<file path="config.mk">
export PLATFORM = sky130hd
export DESIGN_NAME = pgood_seq
export DESIGN_NICKNAME = d
export VERILOG_FILES = /design/src/rtl/pgood_pkg.sv /design/src/rtl/pg_tick_gen.sv /design/src/rtl/pg_thresh_cmp.sv /design/src/rtl/pg_peer_filter.sv /design/src/rtl/pg_seq_fsm.sv /design/src/rtl/pgood_seq.sv
export SDC_FILE = /design/constraint.sdc
export NUM_CORES = 1
export LEC_CHECK = 0
export BUFFER_PORTS_ARGS = -buffer_cell sky130_fd_sc_hd__buf_2
export CAP_MARGIN = 5
export CORE_UTILIZATION = 40
export CTS_CLUSTER_SIZE = 30
export DETAILED_ROUTE_END_ITERATION = 10
export HOLD_SLACK_MARGIN = 0.08
export SETUP_SLACK_MARGIN = 0.5
export SYNTH_ARGS = -nofsm -noshare
export SYNTH_HDL_FRONTEND = slang
export SYNTH_SLANG_ARGS = --single-unit
</file>
<file path="constraint.sdc">
create_clock -name clk -period 4.6 [get_ports clk]
set_clock_uncertainty 0.2 [all_clocks]
set_input_delay 0.23 -clock clk [delete_from_list [all_inputs] [get_ports clk]]
set_output_delay 0.23 -clock clk [all_outputs]
set_load 0.02 [all_outputs]
</file>
<file path="src/rtl/pgood_pkg.sv">
package pgood_pkg;
  typedef enum logic [1:0] {
    PG_WAIT  = 2'd0,
    PG_DELAY = 2'd1,
    PG_GOOD  = 2'd2,
    PG_LATCH = 2'd3
  } pg_state_e;

  localparam int unsigned THR_DEN  = 40;
  localparam int unsigned THR_BASE = 36;
  localparam int unsigned DLY_MAX  = 15;

  // numerator of the rising threshold fraction over THR_DEN
  function automatic logic [5:0] thr_num(input logic [1:0] sel);
    return 6'(THR_BASE) + {4'b0000, sel};
  endfunction
endpackage

</file>
<file path="src/rtl/pg_tick_gen.sv">
module pg_tick_gen #(
  parameter int unsigned CLKS_PER_TICK = 100
) (
  input  logic clk,
  input  logic rst_n,
  output logic tick
);
  generate
    if (CLKS_PER_TICK <= 1) begin : g_every
      assign tick = 1'b1;
    end else begin : g_div
      localparam int unsigned DW = $clog2(CLKS_PER_TICK);
      logic [DW-1:0] div_q;
      assign tick = (div_q == DW'(CLKS_PER_TICK - 1));
      always_ff @(posedge clk or negedge rst_n) begin
        if (!rst_n)    div_q <= '0;
        else if (tick) div_q <= '0;
        else           div_q <= div_q + 1'b1;
      end
      // ticks are isolated single-cycle strobes
      p_tick_spacing_r4: assert property (@(posedge clk) disable iff (!rst_n)
        tick |=> !tick);
    end
  endgenerate
endmodule

</file>
<file path="src/rtl/pg_thresh_cmp.sv">
module pg_thresh_cmp
  import pgood_pkg::*;
#(
  parameter int unsigned CODE_W = 12
) (
  input  logic [CODE_W-1:0] fb_code,
  input  logic [CODE_W-1:0] ref_code,
  input  logic [1:0]        thr_sel,
  output logic              above
);
  localparam int unsigned PW = CODE_W + 6;
  logic [PW-1:0] fb_scaled;
  logic [PW-1:0] ref_scaled;

  always_comb begin
    fb_scaled  = PW'(fb_code) * PW'(THR_DEN);
    ref_scaled = PW'(ref_code) * PW'(thr_num(thr_sel));
    above      = (fb_scaled >= ref_scaled);
  end
endmodule

</file>
<file path="src/rtl/pg_peer_filter.sv">
module pg_peer_filter #(
  parameter int unsigned GLITCH_TICKS = 4
) (
  input  logic clk,
  input  logic rst_n,
  input  logic tick,
  input  logic bidir_mode,
  input  logic pin_in,
  input  logic pd_en,
  output logic peer_fault
);
  localparam int unsigned FC_W = $clog2(GLITCH_TICKS + 1);

  logic          sync1_q, sync2_q;
  logic          pd_d1_q, pd_d2_q;
  logic          own_drive;
  logic          foreign_low;
  logic [FC_W-1:0] low_cnt_q;

  // two-flop synchronizer; line idles high
  always_ff @(posedge clk or negedge rst_n) begin
    if (!rst_n) begin
      sync1_q <= 1'b1;
      sync2_q <= 1'b1;
      pd_d1_q <= 1'b1;
      pd_d2_q <= 1'b1;
    end else begin
      sync1_q <= pin_in;
      sync2_q <= sync1_q;
      pd_d1_q <= pd_en;
      pd_d2_q <= pd_d1_q;
    end
  end

  // mask the synchronizer latency after this phase releases its own pull-down
  assign own_drive   = pd_en | pd_d1_q | pd_d2_q;
  assign foreign_low = bidir_mode & ~sync2_q & ~own_drive;

  always_ff @(posedge clk or negedge rst_n) begin
    if (!rst_n)
      low_cnt_q <= '0;
    else if (!foreign_low)
      low_cnt_q <= '0;
    else if (tick && (low_cnt_q != FC_W'(GLITCH_TICKS)))
      low_cnt_q <= low_cnt_q + 1'b1;
  end

  assign peer_fault = (low_cnt_q == FC_W'(GLITCH_TICKS));

  // output-only mode never reports a peer fault
  p_mode_gate_r10: assert property (@(posedge clk) disable iff (!rst_n)
    !bidir_mode |=> !peer_fault);
  // the report can only appear on a tick boundary
  p_rise_on_tick_r9: assert property (@(posedge clk) disable iff (!rst_n)
    $rose(peer_fault) |-> $past(tick));
  // a report needs the line low while this phase was not driving it
  p_rise_needs_low_r8: assert property (@(posedge clk) disable iff (!rst_n)
    $rose(peer_fault) |-> $past(bidir_mode && !sync2_q && !pd_en));
endmodule

</file>
<file path="src/rtl/pg_seq_fsm.sv">
module pg_seq_fsm
  import pgood_pkg::*;
#(
  parameter int unsigned TICKS_PER_MS = 1000
) (
  input  logic       clk,
  input  logic       rst_n,
  input  logic       tick,
  input  logic       qual,
  input  logic       fault_any,
  input  logic       ss_start,
  input  logic [3:0] dly_sel,
  output logic       pd_en
);
  localparam int unsigned MAX_TICKS = DLY_MAX * TICKS_PER_MS;
  localparam int unsigned CNT_W     = $clog2(MAX_TICKS + 1);
  localparam int unsigned CW1       = CNT_W + 1;

  pg_state_e        state_q, state_d;
  logic [CNT_W-1:0] cnt_q, cnt_d;
  logic [CW1-1:0]   target;
  logic [CW1-1:0]   cnt_next;

  assign target   = CW1'(dly_sel) * CW1'(TICKS_PER_MS);
  assign cnt_next = CW1'(cnt_q) + 1'b1;

  always_comb begin
    state_d = state_q;
    cnt_d   = cnt_q;
    if (fault_any) begin
      state_d = PG_LATCH;
    end else if (ss_start) begin
      state_d = PG_WAIT;
      cnt_d   = '0;
    end else begin
      unique case (state_q)
        PG_WAIT: begin
          if (qual) begin
            cnt_d   = '0;
            state_d = (dly_sel == 4'd0) ? PG_GOOD : PG_DELAY;
          end
        end
        PG_DELAY: begin
          if (!qual) begin
            state_d = PG_WAIT;
            cnt_d   = '0;
          end else if (tick) begin
            if (cnt_next >= target) state_d = PG_GOOD;
            else                    cnt_d   = cnt_next[CNT_W-1:0];
          end
        end
        PG_GOOD:  state_d = PG_GOOD;
        PG_LATCH: state_d = PG_LATCH;
        default:  state_d = PG_LATCH;
      endcase
    end
  end

  always_ff @(posedge clk or negedge rst_n) begin
    if (!rst_n) begin
      state_q <= PG_WAIT;
      cnt_q   <= '0;
    end else begin
      state_q <= state_d;
      cnt_q   <= cnt_d;
    end
  end

  assign pd_en = (state_q != PG_GOOD);

  // any fault pulls the line low on the next edge
  p_fault_forces_low_r6: assert property (@(posedge clk) disable iff (!rst_n)
    fault_any |=> pd_en);
  // the latch only opens on a soft-start pulse
  p_latch_hold_r7: assert property (@(posedge clk) disable iff (!rst_n)
    (state_q == PG_LATCH && !ss_start) |=> (state_q == PG_LATCH));
  // release only follows a qualified cycle
  p_release_qual_r3: assert property (@(posedge clk) disable iff (!rst_n)
    $fell(pd_en) |-> $past(qual));
  // the delay can only end on a tick
  p_delay_on_tick_r4: assert property (@(posedge clk) disable iff (!rst_n)
    (state_q == PG_DELAY && !tick) |=> pd_en);
  // the released state is left only through a fault or a soft start
  p_good_sticky_r11: assert property (@(posedge clk) disable iff (!rst_n)
    (state_q == PG_GOOD && !fault_any && !ss_start) |=> !pd_en);
endmodule

</file>
<file path="src/rtl/pgood_seq.sv">
module pgood_seq #(
  parameter int unsigned CODE_W        = 12,
  parameter int unsigned CLKS_PER_TICK = 100,
  parameter int unsigned TICKS_PER_MS  = 1000,
  parameter int unsigned GLITCH_TICKS  = 4
) (
  input  logic              clk,
  input  logic              rst_n,
  input  logic [CODE_W-1:0] fb_code,
  input  logic [CODE_W-1:0] ref_code,
  input  logic [1:0]        thr_sel,
  input  logic [3:0]        dly_sel,
  input  logic              ss_start,
  input  logic              ss_done,
  input  logic              flt_uv,
  input  logic              flt_ov,
  input  logic              flt_ot,
  input  logic              flt_vin_uv,
  input  logic              bidir_mode,
  input  logic              pin_in,
  output logic              pd_en,
  output logic              peer_fault
);
  logic tick;
  logic above;
  logic qual;
  logic fault_any;

  pg_tick_gen #(.CLKS_PER_TICK(CLKS_PER_TICK)) u_tick (
    .clk  (clk),
    .rst_n(rst_n),
    .tick (tick)
  );

  pg_thresh_cmp #(.CODE_W(CODE_W)) u_cmp (
    .fb_code (fb_code),
    .ref_code(ref_code),
    .thr_sel (thr_sel),
    .above   (above)
  );

  pg_peer_filter #(.GLITCH_TICKS(GLITCH_TICKS)) u_peer (
    .clk       (clk),
    .rst_n     (rst_n),
    .tick      (tick),
    .bidir_mode(bidir_mode),
    .pin_in    (pin_in),
    .pd_en     (pd_en),
    .peer_fault(peer_fault)
  );

  assign qual      = above & ss_done;
  assign fault_any = flt_uv | flt_ov | flt_ot | flt_vin_uv | peer_fault;

  pg_seq_fsm #(.TICKS_PER_MS(TICKS_PER_MS)) u_fsm (
    .clk      (clk),
    .rst_n    (rst_n),
    .tick     (tick),
    .qual     (qual),
    .fault_any(fault_any),
    .ss_start (ss_start),
    .dly_sel  (dly_sel),
    .pd_en    (pd_en)
  );

  // reset leaves the line held low with no peer report
  p_reset_state_r1: assert property (@(posedge clk)
    !rst_n |=> (pd_en && !peer_fault));
endmodule

</file>
# --- Word level (Yosys, flattened, before mapping) ---
# Cells that the tools add are included.
op_classes:
  addsub: 4
  n_mul: 3
  magnitude_cmp: 2
  eq_ne: 14
  n_mux: 17
  n_bitwise: 12
  n_reduce_logical: 6
ops:
  columns: ["cell", "n"]
  rows:
  - ["14-bit two-way mux", 5]
  - ["14-bit case mux with 2 select lines", 1]
  - ["18-bit >= comparator", 1]
  - ["12-bit by 6-bit multiplier with 18-bit output", 1]
  - ["14-bit by 1-bit adder with 15-bit output (second input constant)", 1]
  - ["15-bit by 14-bit >= comparator with 1-bit output", 1]
  - ["12-bit by 3-bit multiplier with 15-bit output (second input constant)", 1]
  - ["2-bit two-way mux", 7]
  - ["4-bit by 7-bit multiplier with 11-bit output (second input constant)", 1]
  - ["5-bit != test (second input constant)", 2]
  - ["4-bit != test (second input constant)", 2]
  - ["2-bit case mux with 4 select lines", 1]
  - ["7-bit by 1-bit adder with 7-bit output (second input constant)", 1]
  - ["7-bit equality test (second input constant)", 1]
  - ["7-bit two-way mux", 1]
  - ["6-bit by 2-bit adder with 6-bit output (first input constant)", 1]
  - ["3-bit two-way mux", 2]
  - ["1-bit OR", 6]
  - ["5-bit AND reduction", 1]
  - ["2-bit equality test (second input constant)", 2]
  - ["4-bit zero test", 1]
  - ["2-bit != test (second input constant)", 2]
  - ["4-bit by 3-bit != test with 1-bit output (second input constant)", 1]
  - ["3-bit by 1-bit adder with 3-bit output (second input constant)", 1]
  - ["10 further kinds", 14]
word_totals:
  regBits: 30
  out_inout_bits: 2

# --- Depth between registers and ports, before layout ---
depth:
  word_depth: 8
  depth_mapped: 23
  mapped_depth_nobuf: 21

# --- Hierarchy ---
# From an unflattened synthesis, not the netlist that was laid out.
hier_totals:
  hier_cells: 559
  hier_area_um2: 4898.4
modules_own_cells:
  columns: ["mod", "instances", "cells_per_inst", "area_per_inst_um2"]
  rows:
  - ["pg_thresh_cmp", 1, 283, 2373.5]
  - ["pg_seq_fsm", 1, 221, 1863.0]
  - ["pg_tick_gen", 1, 29, 345.3]
  - ["pg_peer_filter", 1, 22, 297.8]
  - ["pgood_seq", 1, 4, 18.8]

# --- Least setup slack after synthesis ---
# OpenSTA, ideal clock, no wires.
synth_path:
  path_type: "input to register"
  from: "input thr_sel[1]"
  to: "register u_fsm.cnt_q[10]"
  setup_ps: 139
  arrival_time_ps: 5036
  t_required_ps: 4261
  path_slack_ps: -775
  cell_stages: 20
  path_cell_list: "clkbuf_1 -> and2_1 -> fa_1 -> ha_1 -> fa_1 -> ha_1 -> o21a_1 -> a2111o_1 -> nand2_1 -> o2111ai_1 -> a31o_2 -> a21oi_1 -> xor2_1 -> ha_1 -> nand3_1 -> o211ai_1 -> a2111oi_2 -> a21oi_1 -> a311oi_4 -> o21ai_0"
synth_via:
  elab_chain_cells: 7
  word_cells_on_any_way: 11
  cone_classes: "1 x add/sub; 1 x mul; 1 x order compare; 3 x eq/ne; 3 x mux; 1 x bitwise; 1 x reduce/logical"
synth_lines:
  columns: ["item", "line_no", "source"]
  rows:
  - ["start: declaration", "pgood_seq.sv:11", "input logic [1:0] thr_sel,"]
  - ["6-bit by 2-bit adder with 6-bit output (*)", "pgood_pkg.sv:15", "return 6'(THR_BASE) + {4'b0000, sel};"]
  - ["12-bit by 6-bit multiplier with 18-bit output (*)", "pg_thresh_cmp.sv:17", "ref_scaled = PW'(ref_code) * PW'(thr_num(thr_sel));"]
  - ["18-bit >= comparator (*)", "pg_thresh_cmp.sv:18", "above = (fb_scaled >= ref_scaled);"]
  - ["1-bit bitwise AND (*)", "pgood_seq.sv:52", "assign qual = above & ss_done;"]
  - ["14-bit two-way mux", "pg_seq_fsm.sv:44", "if (!qual) begin"]
  - ["14-bit case mux with 2 select lines", "pg_seq_fsm.sv:36", "unique case (state_q)"]
  - ["14-bit two-way mux", "pg_seq_fsm.sv:32", "end else if (ss_start) begin"]
  - ["end signal: assignment", "pg_seq_fsm.sv:65", "cnt_q <= cnt_d;"]
  - ["end: declaration", "pg_seq_fsm.sv:20", "logic [CNT_W-1:0] cnt_q, cnt_d;"]
# Every way passes the cells marked *; elsewhere a longest branch is shown, timed or not.
# A chain may end at the register's enable or synchronous reset.

# --- Final worst setup path ---
layout_path:
  from: "input ref_code[6]"
  to: "register u_fsm.cnt_q[13]"
layout_via:
  elab_chain_cells: 6
  word_cells_on_any_way: 10
  cone_classes: "1 x mul; 1 x order compare; 3 x eq/ne; 3 x mux; 1 x bitwise; 1 x reduce/logical"
layout_lines:
  columns: ["item", "line_no", "source"]
  rows:
  - ["start: declaration", "pgood_seq.sv:10", "input logic [CODE_W-1:0] ref_code,"]
  - ["12-bit by 6-bit multiplier with 18-bit output (*)", "pg_thresh_cmp.sv:17", null]
  - ["18-bit >= comparator (*)", "pg_thresh_cmp.sv:18", null]
  - ["1-bit bitwise AND (*)", "pgood_seq.sv:52", null]
  - ["14-bit two-way mux", "pg_seq_fsm.sv:44", null]
  - ["14-bit case mux with 2 select lines", "pg_seq_fsm.sv:36", null]
  - ["14-bit two-way mux", "pg_seq_fsm.sv:32", null]
# Marks and branches as above.

==> flow_metrics.env <==
export IMPL_worstReg2RegStart="u_fsm.cnt_q[2]"
export IMPL_post_route_util=0.532
export IMPL_multi_input_area_sq_mm=0.00389
export IMPL_r2r_end="u_fsm.cnt_q[6]"
export IMPL_setup_viol=16
export IMPL_setup_ws_ps=-348
export IMPL_use_met3=0.0180
export IMPL_die_width_microns=111
export IMPL_r2r_slack_ps=850
export IMPL_crit_fanout=4
export IMPL_finalHoldViolations=0
export IMPL_rr_worst_depth=14
export IMPL_power_leakage_uw=0.00301
export IMPL_yosys_cell_types_count=53
export IMPL_numCtsBuffers=5
export IMPL_fp_dieH_microns=111
export IMPL_maxCapViolCount=0
export IMPL_worst_pin_slew_ps=683
export IMPL_register_area_sq_um=756
export IMPL_power_density_mw_per_mm2=281
export IMPL_place_congestion=0.804
export IMPL_clock_path_buffers=2
export IMPL_hp_class="register to register"
export IMPL_cts_sinks=30
export IMPL_dr_pass1_iters=4
export IMPL_n_antenna_cell=0
export IMPL_start_util=0.412
export IMPL_wire_per_inst_microns=13.4
export IMPL_ys_flop_type="dfrtp_1"
export IMPL_gr_usage_all_layers=0.177
export IMPL_fin_cells=797
export IMPL_synthCells=543
export IMPL_fmax_mhz=202
export IMPL_critPathKind="input pin to register"
export IMPL_dp_cells=775
export IMPL_htreeDepth=2
export IMPL_maxSlewViolCount=0
export IMPL_placed_area_sq_mm=0.00556
export IMPL_drc_errors=0
export IMPL_yosysWarnings=0
export IMPL_maxSlewHeadroom=0.545
export IMPL_period_needed_ps=4950
export IMPL_post_drt_via_cell_ratio=5.33
export IMPL_port_buffers=41
export IMPL_yosysSeqAreaShare=0.160
export IMPL_antenna_left=0
export IMPL_clkTransAtPathRegs_ps=50
export IMPL_crit_start="ref_code[6]"
export IMPL_critPathCapture="u_fsm.cnt_q[13]"
export IMPL_grt_util_met2=0.345
export IMPL_vias=4247
export IMPL_grt_start_max_net_pins=31
export IMPL_syn_area_per_cell_sq_um=8.70
export IMPL_grt_pass1_vias=4297
export IMPL_clk_latency_ps=280
export IMPL_grt_overflow_total=0
export IMPL_synth_seq_cells=30
export IMPL_final_area_sq_mm=0.00611
export IMPL_grt_busiest_layer="met2"
export IMPL_critPathCaptureType="register"
export IMPL_hold_slack_ps=158
export IMPL_synthesis_nets=705
export IMPL_core_area_sq_mm=0.0115
export IMPL_grtUsageMet1=0.199
export IMPL_wl_microns=10700
export IMPL_hold_depth=0
export IMPL_drive_gt1_frac=0.252
export IMPL_cts_tree="done"
export IMPL_ys_async_sr_fraction=1.00
export IMPL_clockRootBuffer="clkbuf_16"
export IMPL_start_kind="input pin"
export IMPL_cp_arrival_ps=4950
export IMPL_cp_required_ps=4600
export IMPL_rsz0062_at_grt="yes"
export IMPL_dp_hpwl_microns=8560
export IMPL_io_pins=42
export IMPL_synth_edff_count=0
export IMPL_dieArea_sq_mm=0.0122
export IMPL_rows=39
export IMPL_ir_drop_mv=0.143
export IMPL_violations="negative setup slack"
export IMPL_nFillCells=1088
export IMPL_grt_pass1_wl_microns=18300
export IMPL_layout_nets=815
export IMPL_netlist_area_sq_mm=0.00472
export IMPL_drt_iter0_drc=127
export IMPL_antenna_found_initial=0
export IMPL_finalCritPeriodShare=1.08
export IMPL_syn2layout_area_growth_pct=29.3
export IMPL_status="finished with violations"
==> repair_timing <==
item,4_1_cts,5_1_grt
pin swaps,8,10
endpoints found under the hold margin,29,0
endpoints found under the setup margin,16,16
hold buffers,3,0
gates resized for setup,16,32
cloned,2,1
setup buffers,4,4
==> logic make-up (layout without fill, tap and decap cells) <==
kind of cell / after synthesis / in the layout / synth area share
AOI/OAI and AO/OA: 109 / 109 / 0.155
xor gates and xnor gates: 42 / 42 / 0.0779
adders and majority gates: 122 / 122 / 0.366
buffers and inverters: 77 / 188 / 0.0623
DFF: 30 / 30 / 0.160
muxes: 2 / 2 / 0.00424
and+or+nand+nor: 161 / 161 / 0.175
==> synth_stat cells, drive strengths merged, types with 2 or more instances <==
master,instances,area share
ha,95,0.25
inv,71,0.056
nand2,36,0.029
a21oi,33,0.035
nand3,31,0.033
fa,27,0.11
dfrtp,26,0.14
and2,25,0.033
nor2,25,0.020
xnor2,22,0.041
o21ai,20,0.021
xor2,20,0.037
a31oi,13,0.017
nor3,8,0.0085
a21o,7,0.011
and3,7,0.0093
nor2b,7,0.0093
a211o,5,0.0093
nand2b,5,0.0066
nand4,5,0.0066
a211oi,4,0.0074
clkbuf,4,0.0032
dfstp,4,0.022
nor4,4,0.0053
and4,3,0.0061
o211ai,3,0.0048
o21a,3,0.0048
a31o,2,0.0037
buf,2,0.0026
mux2i,2,0.0042
o2111ai,2,0.0037
o21bai,2,0.0032
o31ai,2,0.0032
or2,2,0.0026
==> state kept, by name, indices dropped and copies added, names as in the netlist <==
signal / count
u_fsm.cnt_q: 14
u_tick.g_div.div_q: 7
u_peer.low_cnt_q: 3
u_fsm.state_q: 2
u_peer.pd_d1_q: 1
u_peer.pd_d2_q: 1
u_peer.sync1_q: 1
u_peer.sync2_q: 1
==> through the flow <==
step	TNS, ps	setup WS, ps	power [uW]
3_5_place_dp	-11170	-769	1300
4_1_cts	-4900	-373	1710
3_3_place_gp	-9510	-671	1270
2_1_floorplan	-5510	-441	985
5_1_grt	-9080	-606	1880
6_report	-5140	-348	1720
==> worst max-delay path, stage by stage <==
cell	delay [ps]
buf_6	100
and2_4	150
fa_1	470
ha_1	290
inv_1	50
fa_1	530
inv_1	40
ha_2	330
o21a_1	150
a21oi_2	80
o21ai_2	170
a41oi_2	150
a21oi_1	220
a21o_1	140
nand2_1	50
ha_1	320
nand3_2	80
o211ai_1	160
buf_4	160
a2111oi_4	50
buf_4	150
a211oi_4	390
buf_6	190
clkbuf_16	140
nand3_2	60
o21ai_1	80
==> layout by cell type (no fill, tap or decap), types with 5 or more instances in the layout <==
cell type and n:
nand4_1 5, nand2b_1 5, xnor2_1 22, inv_1 71, ha_1 91, a211o_1 5
o21ai_2 6, nor2b_1 7, nand2_1 33, a21oi_1 29, and3_1 7, xor2_1 20
fa_1 27, and2_1 22, nor3_1 7, nand3_1 22, clkbuf_16 6, nand3_2 8
nor2_1 25, a31oi_1 11, a21o_1 7, o21ai_0 10, dfrtp_1 26, buf_4 58
buf_2 37
==> layer usage <==
metal / vias to the layer above / routed length [microns] / share of wire
met1: 2062 / 4280 / 0.40
li1: 2111 / - / -
met2: 57 / 5990 / 0.56
met5: - / 0 / 0
met4: 0 / 188 / 0.018
met3: 17 / 249 / 0.023
==> layout make-up <==
| type | instances | share of cell area |
|---|---|---|
| multi-input combinational | 436 | 0.638 |
| inverter | 71 | 0.0436 |
| sequential | 30 | 0.124 |
| clock buffer | 5 | 0.0205 |
| tap | 143 | 0.0293 |
| clock inverter | 3 | 0.00656 |
| timing repair buffer | 109 | 0.139 |
==> worst min-delay path by stage <==
stage | startpoint | end | slack [ps]
after global routing | u_peer.sync1_q | u_peer.sync2_q | 160
after global placement | rst_n | u_fsm.cnt_q[13] | 100
after detailed placement | rst_n | u_fsm.cnt_q[12] | 110
after floorplan | rst_n | u_fsm.cnt_q[0] | -270
after CTS | u_peer.sync1_q | u_peer.sync2_q | 160
final | u_peer.sync1_q | u_peer.sync2_q | 160
==> where the power goes <==
| group | switching, uW | total, uW | internal [uW] |
|---|---|---|---|
| sequential | 1.76 | 269 | 267 |
| clock | 116 | 369 | 253 |
| combinational | 539 | 1080 | 541 |
Power figures use the tool's default switching activity.
